$ cat config.mk
export PLATFORM = sky130hd
export DESIGN_NAME = mtpg_top
export DESIGN_NICKNAME = d
export VERILOG_FILES = /design/src/rtl/mtpg_pkg.sv /design/src/rtl/mtpg_lfsr.sv /design/src/rtl/mtpg_data_sel.sv /design/src/rtl/mtpg_be_sel.sv /design/src/rtl/mtpg_top.sv
export SDC_FILE = /design/constraint.sdc
export NUM_CORES = 1
export LEC_CHECK = 0
export BUFFER_PORTS_ARGS = -buffer_cell sky130_fd_sc_hd__buf_2
export CORE_MARGIN = 2
export CORE_UTILIZATION = 39
export CTS_CLUSTER_SIZE = 10
export DETAILED_ROUTE_END_ITERATION = 8
export PLACE_DENSITY = 0.65
export SKIP_CTS_REPAIR_TIMING = 1
export SLEW_MARGIN = 20
export SYNTH_ARGS = -nofsm -noshare
export SYNTH_HDL_FRONTEND = slang
export SYNTH_HIERARCHICAL = 1
export SYNTH_SLANG_ARGS = --single-unit
$ cat constraint.sdc
create_clock -name clk -period 2.8 [get_ports clk]
set_clock_uncertainty 0.05 [all_clocks]
set_input_delay 0.42 -clock clk [delete_from_list [all_inputs] [get_ports clk]]
set_output_delay 0.42 -clock clk [all_outputs]
set_load 0.1 [all_outputs]
$ cat src/rtl/mtpg_pkg.sv
package mtpg_pkg;
  localparam int LFSR_W = 31;
  localparam int TAP_HI = 30;
  localparam int TAP_LO = 27;
  typedef logic [LFSR_W-1:0] lfsr_t;
endpackage

$ cat src/rtl/mtpg_lfsr.sv
module mtpg_lfsr #(
  parameter int                   OUT_W = 32,
  parameter logic [30:0]          SEED  = 31'h1234_5678
) (
  input  logic             clk,
  input  logic             rst_n,
  input  logic             reload,
  input  logic             advance,
  output logic [OUT_W-1:0] bits
);
  import mtpg_pkg::*;

  lfsr_t state_q;
  lfsr_t state_nx;

  // Unrolled OUT_W single steps from the held state.
  always_comb begin
    lfsr_t s;
    logic  f;
    s    = state_q;
    bits = '0;
    for (int i = 0; i < OUT_W; i++) begin
      f       = s[TAP_HI] ^ s[TAP_LO];
      bits[i] = f;
      s       = {s[LFSR_W-2:0], f};
    end
    state_nx = s;
  end

  always_ff @(posedge clk or negedge rst_n) begin
    if (!rst_n)       state_q <= SEED;
    else if (reload)  state_q <= SEED;
    else if (advance) state_q <= state_nx;
  end

  AST_LFSR_NONZERO: assert property (@(posedge clk) disable iff (!rst_n)
    state_q != '0);
endmodule

$ cat src/rtl/mtpg_data_sel.sv
module mtpg_data_sel #(
  parameter int NUM_PINS = 8,
  parameter int RATIO    = 4,
  localparam int DW      = NUM_PINS * RATIO
) (
  input  logic [DW-1:0]    prbs_bits,
  input  logic             data_fixed,
  input  logic             data_all_pins,
  input  logic [RATIO-1:0] pat_all,
  input  logic [DW-1:0]    pat_pin,
  output logic [DW-1:0]    word
);
  logic [DW-1:0] fixed_word;

  for (genvar b = 0; b < RATIO; b++) begin : g_beat
    for (genvar p = 0; p < NUM_PINS; p++) begin : g_pin
      assign fixed_word[b*NUM_PINS + p] =
        data_all_pins ? pat_all[b] : pat_pin[p*RATIO + b];
    end
  end

  assign word = data_fixed ? fixed_word : prbs_bits;
endmodule

$ cat src/rtl/mtpg_be_sel.sv
module mtpg_be_sel #(
  parameter int BW = 4
) (
  input  logic [BW-1:0] prbs_bits,
  input  logic          be_test,
  input  logic          be_fixed,
  input  logic          be_all_lanes,
  input  logic          be_all,
  input  logic [BW-1:0] be_lane,
  output logic [BW-1:0] be
);
  always_comb begin
    if (!be_test)          be = '1;
    else if (!be_fixed)    be = prbs_bits;
    else if (be_all_lanes) be = {BW{be_all}};
    else                   be = be_lane;
  end
endmodule

$ cat src/rtl/mtpg_top.sv
module mtpg_top #(
  parameter int          NUM_PINS  = 8,
  parameter int          RATIO     = 4,
  parameter logic [30:0] DATA_SEED = 31'h1234_5678,
  parameter logic [30:0] MASK_SEED = 31'h0ACE_1357,
  localparam int         DW        = NUM_PINS * RATIO,
  localparam int         BW        = DW / 8
) (
  input  logic             clk,
  input  logic             rst_n,
  input  logic             restart,
  input  logic             data_fixed,
  input  logic             data_all_pins,
  input  logic [RATIO-1:0] pat_all,
  input  logic [DW-1:0]    pat_pin,
  input  logic             be_test,
  input  logic             be_fixed,
  input  logic             be_all_lanes,
  input  logic             be_all,
  input  logic [BW-1:0]    be_lane,
  output logic             out_valid,
  input  logic             out_ready,
  output logic [DW-1:0]    out_data,
  output logic [BW-1:0]    out_be
);
  logic          load;
  logic          step;
  logic [DW-1:0] d_bits;
  logic [BW-1:0] m_bits;
  logic [DW-1:0] d_word;
  logic [BW-1:0] m_word;

  assign load = !out_valid || out_ready;
  assign step = load && !restart;

  mtpg_lfsr #(.OUT_W(DW), .SEED(DATA_SEED)) u_data_lfsr (
    .clk(clk), .rst_n(rst_n), .reload(restart), .advance(step), .bits(d_bits));

  mtpg_lfsr #(.OUT_W(BW), .SEED(MASK_SEED)) u_mask_lfsr (
    .clk(clk), .rst_n(rst_n), .reload(restart), .advance(step), .bits(m_bits));

  mtpg_data_sel #(.NUM_PINS(NUM_PINS), .RATIO(RATIO)) u_data_sel (
    .prbs_bits(d_bits), .data_fixed(data_fixed), .data_all_pins(data_all_pins),
    .pat_all(pat_all), .pat_pin(pat_pin), .word(d_word));

  mtpg_be_sel #(.BW(BW)) u_be_sel (
    .prbs_bits(m_bits), .be_test(be_test), .be_fixed(be_fixed),
    .be_all_lanes(be_all_lanes), .be_all(be_all), .be_lane(be_lane), .be(m_word));

  always_ff @(posedge clk or negedge rst_n) begin
    if (!rst_n) begin
      out_valid <= 1'b0;
      out_data  <= '0;
      out_be    <= '0;
    end else if (restart) begin
      out_valid <= 1'b0;
    end else if (load) begin
      out_valid <= 1'b1;
      out_data  <= d_word;
      out_be    <= m_word;
    end
  end

  AST_STALL_HOLD: assert property (@(posedge clk) disable iff (!rst_n)
    out_valid && !out_ready |=> $stable(out_data) && $stable(out_be));
  AST_VALID_STAYS: assert property (@(posedge clk) disable iff (!rst_n)
    out_valid && !restart |=> out_valid);
  AST_RESTART_BUBBLE: assert property (@(posedge clk) disable iff (!rst_n)
    restart |=> !out_valid);
  AST_REFILL: assert property (@(posedge clk) disable iff (!rst_n)
    !out_valid && !restart |=> out_valid);
  AST_BE_ALL_ON: assert property (@(posedge clk) disable iff (!rst_n)
    load && !restart && !be_test |=> &out_be);
endmodule

* After elaboration in Yosys (flattened, before gate mapping)
Index checks and enable logic that the tools add are counted. W data, S select, Z words.
Storage, ports and cells: logic and storage cells 91, output and inout port bits 37, bits in registers 99, bits of input ports 50
Cells by class: bitwise logic cells 37, reductions and logical operators 7, multiplexer cells 42
Operators by type and width (number):
- $mux W31 | 4
- $xor A1 B1 Y1 | 36
- $mux W1 | 34
- $mux W32 | 1
- $mux W4 | 3
- $reduce_bool A2 Y1 | 2
- $logic_not A1 Y1 | 2
- $reduce_and A2 Y1 | 1
- $logic_and A1 B1 Y1 | 1
- $logic_or A1 B1 Y1 | 1
- $not A1 Y1 | 1

* Depth between registers and ports, before layout
Gate-level depths: netlist of the first run.
depth after elaboration 5, gate-level depth with buffers 7, gate-level depth less buffers 5

* Cells and area by module
The synthesis of the first run kept the hierarchy.
Modules (own cells, without submodules):
- mtpg_lfsr at u_data_lfsr | times used 1, area an instance 1592.8 µm², cells each 132, seq. area each 792.0 µm²
- mtpg_top | times used 1, area an instance 1388.8 µm², cells each 79, seq. area each 925.9 µm²
- mtpg_lfsr at u_mask_lfsr | times used 1, area an instance 1370.1 µm², cells each 109, seq. area each 794.5 µm²
- mtpg_data_sel | times used 1, area an instance 750.7 µm², cells each 111, seq. area each 0.0 µm²
- mtpg_be_sel | times used 1, area an instance 93.8 µm², cells each 11, seq. area each 0.0 µm²

* Worst setup path before layout of the first run
Ideal clock, no wire load.
path kind register -> register, start point register out_valid, end point register u_data_lfsr.state_q[15], path buffers 3, cell stages (with the launch flop) 7, setup time 0.132 ns, data required time 2.618 ns, data arrival time 1.997 ns, path slack 0.621 ns, cells stage by stage dfrtp_1 a21oi_4 buf_6 buf_4 buf_4 mux2i_1 nor2_1
On the way: cells in the longest elaborated chain, start to end 4
Ends and longest elaborated chain:
- from (decl) | line mtpg_top.sv:21 | output logic out_valid,
- from (signal assigned) | line mtpg_top.sv:52 | out_valid <= 1'b0;
- from (signal assigned) | line mtpg_top.sv:56 | out_valid <= 1'b0;
- from (signal assigned) | line mtpg_top.sv:58 | out_valid <= 1'b1;
- $logic_not A1 Y1 | line mtpg_top.sv:33 | assign load = !out_valid || out_ready;
- $logic_or A1 B1 Y1 | line mtpg_top.sv:33
- $logic_and A1 B1 Y1 | line mtpg_top.sv:34 | assign step = load && !restart;
- via step | line mtpg_top.sv:27 | logic step;
- $reduce_bool A2 Y1 (no line)
- to (signal assigned) | line mtpg_lfsr.sv:33 | else if (advance) state_q <= state_nx;
- to (decl) | line mtpg_lfsr.sv:13 | lfsr_t state_q;
The timed path passes the listed nets, and every way through them passes these cells. A chain may end at the register's enable or synchronous reset.

* Worst setup path after layout of the first run
start point register out_valid, end point register u_data_lfsr.state_q[3]
On the way: cells in the longest elaborated chain, start to end 4
Ends and longest elaborated chain (line):
- $logic_not A1 Y1 | mtpg_top.sv:33
- $logic_or A1 B1 Y1 | mtpg_top.sv:33
- $logic_and A1 B1 Y1 | mtpg_top.sv:34
- $reduce_bool A2 Y1 (no line)
Every way passes these cells.

==> impl_metrics.tcl, run 1 <==
set metrics [dict create \
    status "finished, final reports clean" \
    synth_top_cells_by_count "dfrtp_1, mux2i_1, nor2_1" \
    area_growth_pct 14.13 \
    synth_edf_count 0 \
    rrSetupSlack_ns 0.97 \
    postRouteAntennaNets 0 \
    syn_inst 442 \
    clock_latency_ns 0.34 \
    place_hpwl_um 6664 \
    r2r_end "u_data_lfsr/state_q[3]$_DFFE_PN1P_" \
    portBuffers 86 \
    clock_path_buffers 2 \
    worstPathRequired_ns 3.01 \
    io_pins 87 \
    clk_pin_slew_ns 0.07 \
    peakVddDrop_uv 358.9 \
    post-place-cells 680 \
    ys_seq_elements 99 \
    synthFlopType "dfrtp_1" \
    synth_most_common_cell "dfrtp_1" \
    p_int_uw 2723 \
    fmax_mhz 547.3 \
    worstReg2RegStart "out_valid$_DFFE_PN0P_" \
    end_kind "flop" \
    worstHoldPathType "in -> async" \
    worst_pin_slew_ns 0.9053 \
    clkSinkCount 99 \
    synthesis.area_mm2 0.005196 \
    ff2ff_path_depth 4 \
    grt_pass1_vias 3553 \
    cts_made_buffers 9 \
    cts_max_level 3 \
    path_class "reg -> reg" \
    power_density_mw_per_mm2 759.1 \
    maxSlewHeadroom 0.3965 \
    worstSetupStartpointType "flop" \
    drive_gt1_frac 0.3365 \
    postSynthAreaPerCell_um2 11.76 \
    stdcell_count 696 \
    hold_violations 0 \
    cts-root-buf "clkbuf_16" \
    first_iter_violations 207 \
    wl_per_cell_um 14.25 \
    pwr-share-seq 0.389 \
    maxSlewViolCount 0 \
    viasPerCell 4.963 \
    yosysTopAreaCellShare 0.3419 \
    period_needed_ns 1.827 \
    ys_warn_count 6 \
    antenna_found_initial 0 \
    die_y_um 119.4 \
    synth.largest_area_cell "dfrtp_1" \
    via_count 3454 \
    p_switching_uw 1779 \
    drtPass1Iterations 4 \
    diodes 0 \
    die_w_um 119.4 \
    row_count 42 \
    setup_tns_ns 0 \
    initial_core_util 0.3955 \
    routed_wirelength_um 9920 \
    fin_crit_sh 0.6526 \
    drc_errors 0 \
    dieArea_mm2 0.01426 \
    grt_max_degree 95 \
    worstPathArrival_ns 2.04 \
    clock_power_share 0.273 \
    ys_seq_area_frac 0.4835 \
    rsz0062_at_grt "false" \
    fin_nets 565 \
    grt_pass1_wl_um 17040 \
    core_mm2 0.01314 \
    setup_viol 0 \
    ys_types 29 \
    crit_fanout 94 \
    syn-num-nets 492 \
    cts_tree "yes" \
    sw_frac_of_total 0.3951 \
    place_congestion 0.7321 \
    maxCapViolCount 0 \
    leakagePower_uw 0.002726 \
    grt_overflow 0 \
    ys_top_cells_by_area "dfrtp_1, dfstp_2, mux2i_1" \
    power_frac_comb 0.339 \
    grt_use_total 0.1468 \
    async_flop_share 1.000 \
]
## worst max-delay path, stage by stage (launching register included)
cell and delay (ns):
dfrtp_1 0.40, a21oi_4 0.27, buf_12 0.41, and2b_1 0.24
a211o_2 0.30
## power groups by stage
stage / Clock (uW) / Sequential (uW) / Combinational, uW
2_1_floorplan: 0 / 2540 / 493
5_1_grt: 1320 / 1780 / 1610
3_5_place_dp: 0 / 1770 / 1540
3_3_place_gp: 0 / 1770 / 1520
6_report: 1230 / 1750 / 1520
4_1_cts: 1270 / 1750 / 1540
## worst max path at each step
stage / startpoint / to / slack, ns / cells past startpoint
finish: out_valid$_DFFE_PN0P_ / u_data_lfsr/state_q[3]$_DFFE_PN1P_ / 0.97 / 4
CTS: out_valid$_DFFE_PN0P_ / u_data_lfsr/state_q[3]$_DFFE_PN1P_ / 1.01 / 4
global route: out_valid$_DFFE_PN0P_ / u_data_lfsr/state_q[3]$_DFFE_PN1P_ / 0.91 / 4
floorplan: out_valid$_DFFE_PN0P_ / u_data_lfsr/state_q[15]$_DFFE_PN0P_ / 0.62 / 6
detailed placement: data_all_pins / out_data[27]$_DFFE_PN0P_ / 0.79 / 5
global placement: data_all_pins / out_data[27]$_DFFE_PN0P_ / 0.82 / 5
## cell usage in the layout (no fill, tap or decap), types with 2 or more instances in the layout
cell type / synthesis / layout
xnor2_1: 4 / 4
dfstp_2: 28 / 28
inv_1: 6 / 6
dfrtp_1: 71 / 71
a211o_1: 24 / 24
nor2b_1: 15 / 15
a21oi_1: 35 / 35
nor2_1: 65 / 65
clkinvlp_4: 0 / 2
buf_2: 4 / 85
xor2_1: 30 / 30
mux2_1: 4 / 4
buf_4: 3 / 7
clkbuf_16: 0 / 9
clkbuf_1: 9 / 2
nor3_1: 3 / 3
mux2i_1: 66 / 66
and2b_1: 11 / 11
xor3_1: 2 / 2
buf_12: 5 / 2
o22a_1: 3 / 3
mux2_2: 35 / 35
## registers in the layout, indices dropped and copies added (netlist names)
signal and count:
out_data 32, u_mask_lfsr/state_q 31, out_valid 1, u_data_lfsr/state_q 31, out_be 4
## logic make-up (layout without fill, tap and decap cells)
kind of cell	Yosys count	count (layout)	synth area share
multiplexers	105	105	0.2117
XOR/XNOR	36	36	0.06646
AND/OR/NAND/NOR	98	98	0.08837
flip-flops	99	99	0.4835
buffers and inverters	38	116	0.06212
AO/OA/AOI/OAI	66	66	0.08789
## final cells by class
class | instances | area (um2)
inverters | 6 | 22.52
clock buffers | 12 | 246.5
repair buffers | 94 | 518.0
multi-input cells | 305 | 2361
flip-flops and latches | 99 | 2512
well taps | 176 | 220.2
clock inverters | 4 | 50.05
fillers | 1250 | 7207
## per-stage QoR
stage | total power [uW] | util | instance area [um2] | hold slack [ns] | setup WS [ns]
floorplan | 3034 | - | 5196 | 0.07441 | 0.6214
detailed placement | 3310 | 0.4289 | 5634 | 0.4287 | 0.7950
global placement | 3286 | 0.4289 | 5634 | 0.4132 | 0.8224
global route | 4707 | 0.4514 | 5931 | 0.1851 | 0.9122
CTS | 4557 | 0.4514 | 5931 | 0.1468 | 1.006
finish | 4502 | 0.4514 | 5931 | 0.1103 | 0.9727
## routing by layer
| layer | GRT usage | share of wire | vias to the layer above |
|---|---|---|---|
| met5 | 0 | 0 | - |
| met4 | 0.05662 | 0.013 | 0 |
| met3 | 0.02538 | 0.042 | 10 |
| met2 | 0.2259 | 0.45 | 68 |
| met1 | 0.2074 | 0.50 | 1709 |
| li1 | - | - | 1667 |
Power figures use the tool's default switching activity.
==> inputs of run 2 (changes only) <==
--- a/config.mk
+++ b/config.mk
@@ -5,6 +5,7 @@
 export SDC_FILE = /design/constraint.sdc
 export NUM_CORES = 1
 export LEC_CHECK = 0
+export ABC_AREA = 1
 export BUFFER_PORTS_ARGS = -buffer_cell sky130_fd_sc_hd__buf_2
 export CORE_MARGIN = 2
 export CORE_UTILIZATION = 39
==> constraint.sdc (replaced) <==
create_clock -name clk -period 1.8 [get_ports clk]
set_clock_uncertainty 0.05 [all_clocks]
set_input_delay 0.27 -clock clk [delete_from_list [all_inputs] [get_ports clk]]
set_output_delay 0.27 -clock clk [all_outputs]
set_load 0.1 [all_outputs]
==> run 2 against run 1 <==
Total power up 44%. Routed wire length rose by 24%. Via count grew 29%. Die area increased by 1.6%. Utilization increased by 1.0 points. Largest power group unchanged. Flip-flop and latch count did not move. Non-clock buffer count is 9 higher. Register-to-register slack worse by 0.78 ns. Sequential power rose by 51%. First-iteration DRC count increased by 51%.
==> impl_metrics.tcl, run 2 <==
set metrics [dict create \
    path_class "reg -> reg" \
    routed_wirelength_um 12340 \
    cts_max_level 3 \
    fin_crit_sh 0.8919 \
    mostFrequentLayoutCells "nand2_1, buf_2, dfrtp_1, inv_1, nand3_1" \
    multi_input_area_mm2 0.002287 \
    setup_tns_ns 0 \
    synthesis.area_mm2 0.005280 \
    worst_pin_slew_ns 0.5329 \
    ys_types 25 \
    synth.largest_area_cell "dfrtp_1" \
    diodes 0 \
    cts_made_buffers 9 \
    largest_register_ffs 32 \
    clock_path_buffers 2 \
    grt_max_degree 100 \
    fin_hold_ws_ns 0.2579 \
    grt_use_total 0.1795 \
    end_kind "flop" \
    ys_seq_elements 99 \
    grt_pass1_wl_um 20680 \
    row_count 42 \
    drc_errors 0 \
    area_growth_pct 15.78 \
    mostFrequentLayoutCell "nand2_1" \
    grt_pass1_vias 4359 \
    total_power_uw 6497 \
    clkSinkCount 99 \
    ys_warn_count 6 \
    async_flop_share 1.000 \
    initial_core_util 0.3987 \
    worstHoldPathType "in -> reg" \
    dpl_worst_slack_ns 0.1998 \
    postSynthAreaPerCell_um2 7.586 \
    clock_latency_ns 0.35 \
    status "finished, final reports clean" \
    crit_fanout 9 \
    synth_most_common_cell "nand2_1" \
    die_w_um 120.4 \
    die_y_um 120.4 \
    antenna_found_initial 0 \
    syn-num-nets 746 \
    final_util 0.4616 \
    ys_seq_area_frac 0.4758 \
    top_register "out_data" \
    worstPathArrival_ns 1.82 \
    io_pins 87 \
    power_density_mw_per_mm2 1063 \
    maxCapViolCount 0 \
    rrSetupSlack_ns 0.19 \
    period_needed_ns 1.605 \
    cp_top_family "flip-flops" \
    ys_top_cells_by_area "dfrtp_1, nand2_1, dfstp_2" \
    maxSlewHeadroom 0.6447 \
    postRouteAntennaNets 0 \
    maxSlewViolCount 0 \
    peakVddDrop_uv 473.4 \
    worstSetupStartpointType "flop" \
    syn_inst 696 \
    synthFlopType "dfrtp_1" \
    cp_slowest_cell "dfrtp_4" \
    path_cells "nand2_8, nand2_8, clkinvlp_4, buf_4, nand2_1, buf_4, o21ai_0" \
    path_buf_inv 3 \
    cts-root-buf "clkbuf_16" \
    cpPeakStageDelay_ns 0.51 \
    portBuffers 86 \
    clk_pin_slew_ns 0.07 \
    place_hpwl_um 8770 \
    grt_overflow 0 \
    first_iter_violations 312 \
    setup_ws_ns 0.1946 \
    top_regs "out_data x32, u_data_lfsr/state_q x31, u_mask_lfsr/state_q x31" \
    drtPass1Iterations 4 \
    synth_top_cells_by_count "nand2_1, dfrtp_1, inv_1" \
    dieArea_mm2 0.01449 \
    leakagePower_uw 0.003310 \
    via_count 4445 \
    place_congestion 0.8377 \
    wl_per_cell_um 12.83 \
    fin_nets 831 \
    setup_viol 0 \
    yosysTopAreaCellShare 0.3365 \
    core_mm2 0.01324 \
    synth_edf_count 0 \
    drive_gt1_frac 0.2176 \
    ff_latch_area_mm2 0.002516 \
    hold_violations 0 \
    worstPathRequired_ns 2.02 \
    viasPerCell 4.621 \
    fmax_mhz 622.9 \
    fill_cells 1352 \
    rsz0062_at_grt "false" \
    cts_tree "yes" \
]
run 2: final cells by class:
| class | instances | area share |
|---|---|---|
| Clock buffer | 11 | 0.03807 |
| Clock inverter | 5 | 0.006549 |
| Inverter | 60 | 0.03745 |
| Multi-Input combinational cell | 508 | 0.3741 |
| Sequential cell | 99 | 0.4116 |
| Tap cell | 176 | 0.03602 |
| Timing Repair Buffer | 103 | 0.09619 |
run 2: final timing paths:
| check | start | endpoint | depth (start not counted) |
|---|---|---|---|
| worst min register to register | out_data[15]$_DFFE_PN0P_ | out_data[15]$_DFFE_PN0P_ | 2 |
| min in group asynchronous | rst_n | out_data[8]$_DFFE_PN0P_ | 3 |
| max in group asynchronous | rst_n | out_valid$_DFFE_PN0P_ | 3 |
| worst min-delay path | be_fixed | out_be[1]$_DFFE_PN0P_ | 5 |
| worst max-delay path | out_valid$_DFFE_PN0P_ | u_mask_lfsr/state_q[10]$_DFFE_PN0P_ | 7 |
| worst max register to register | out_valid$_DFFE_PN0P_ | u_mask_lfsr/state_q[10]$_DFFE_PN0P_ | 7 |
run 2: per-layer routing:
metal  global-route usage  routed length (um)
met5                    0                   0
met4              0.06395                 193
met3              0.03255                 375
met2               0.3068                6029
met1               0.2281                5739
run 2: power breakdown:
part | total (uW) | switching [uW] | internal [uW] | leakage [uW]
sequential | 2650 | 158 | 2490 | 0.00121
combinational | 2050 | 1600 | 448 | 0.00197
clock | 1810 | 858 | 948 | 0.000128
run 2: worst reg2reg max path: stages (launching register included):
cell and delay (ns):
dfrtp_4 0.51, nand2_8 0.10, nand2_8 0.05, clkinvlp_4 0.11, buf_4 0.18, nand2_1 0.16
buf_4 0.21, o21ai_0 0.16
run 2: cell families after synthesis:
family	synth area share
and+or+nand+nor	0.3237
buffers and inverters	0.09313
AOI/OAI and AO/OA	0.06753
DFF	0.4758
xor gates and xnor gates	0.03981
run 2: metrics by stage:
step           cell area, um2  cells
3_5_place_dp             5831    945
6_report                 6113    962
3_3_place_gp             5831    945
2_1_floorplan            5299    696
5_1_grt                  6113    962
4_1_cts                  6103    961
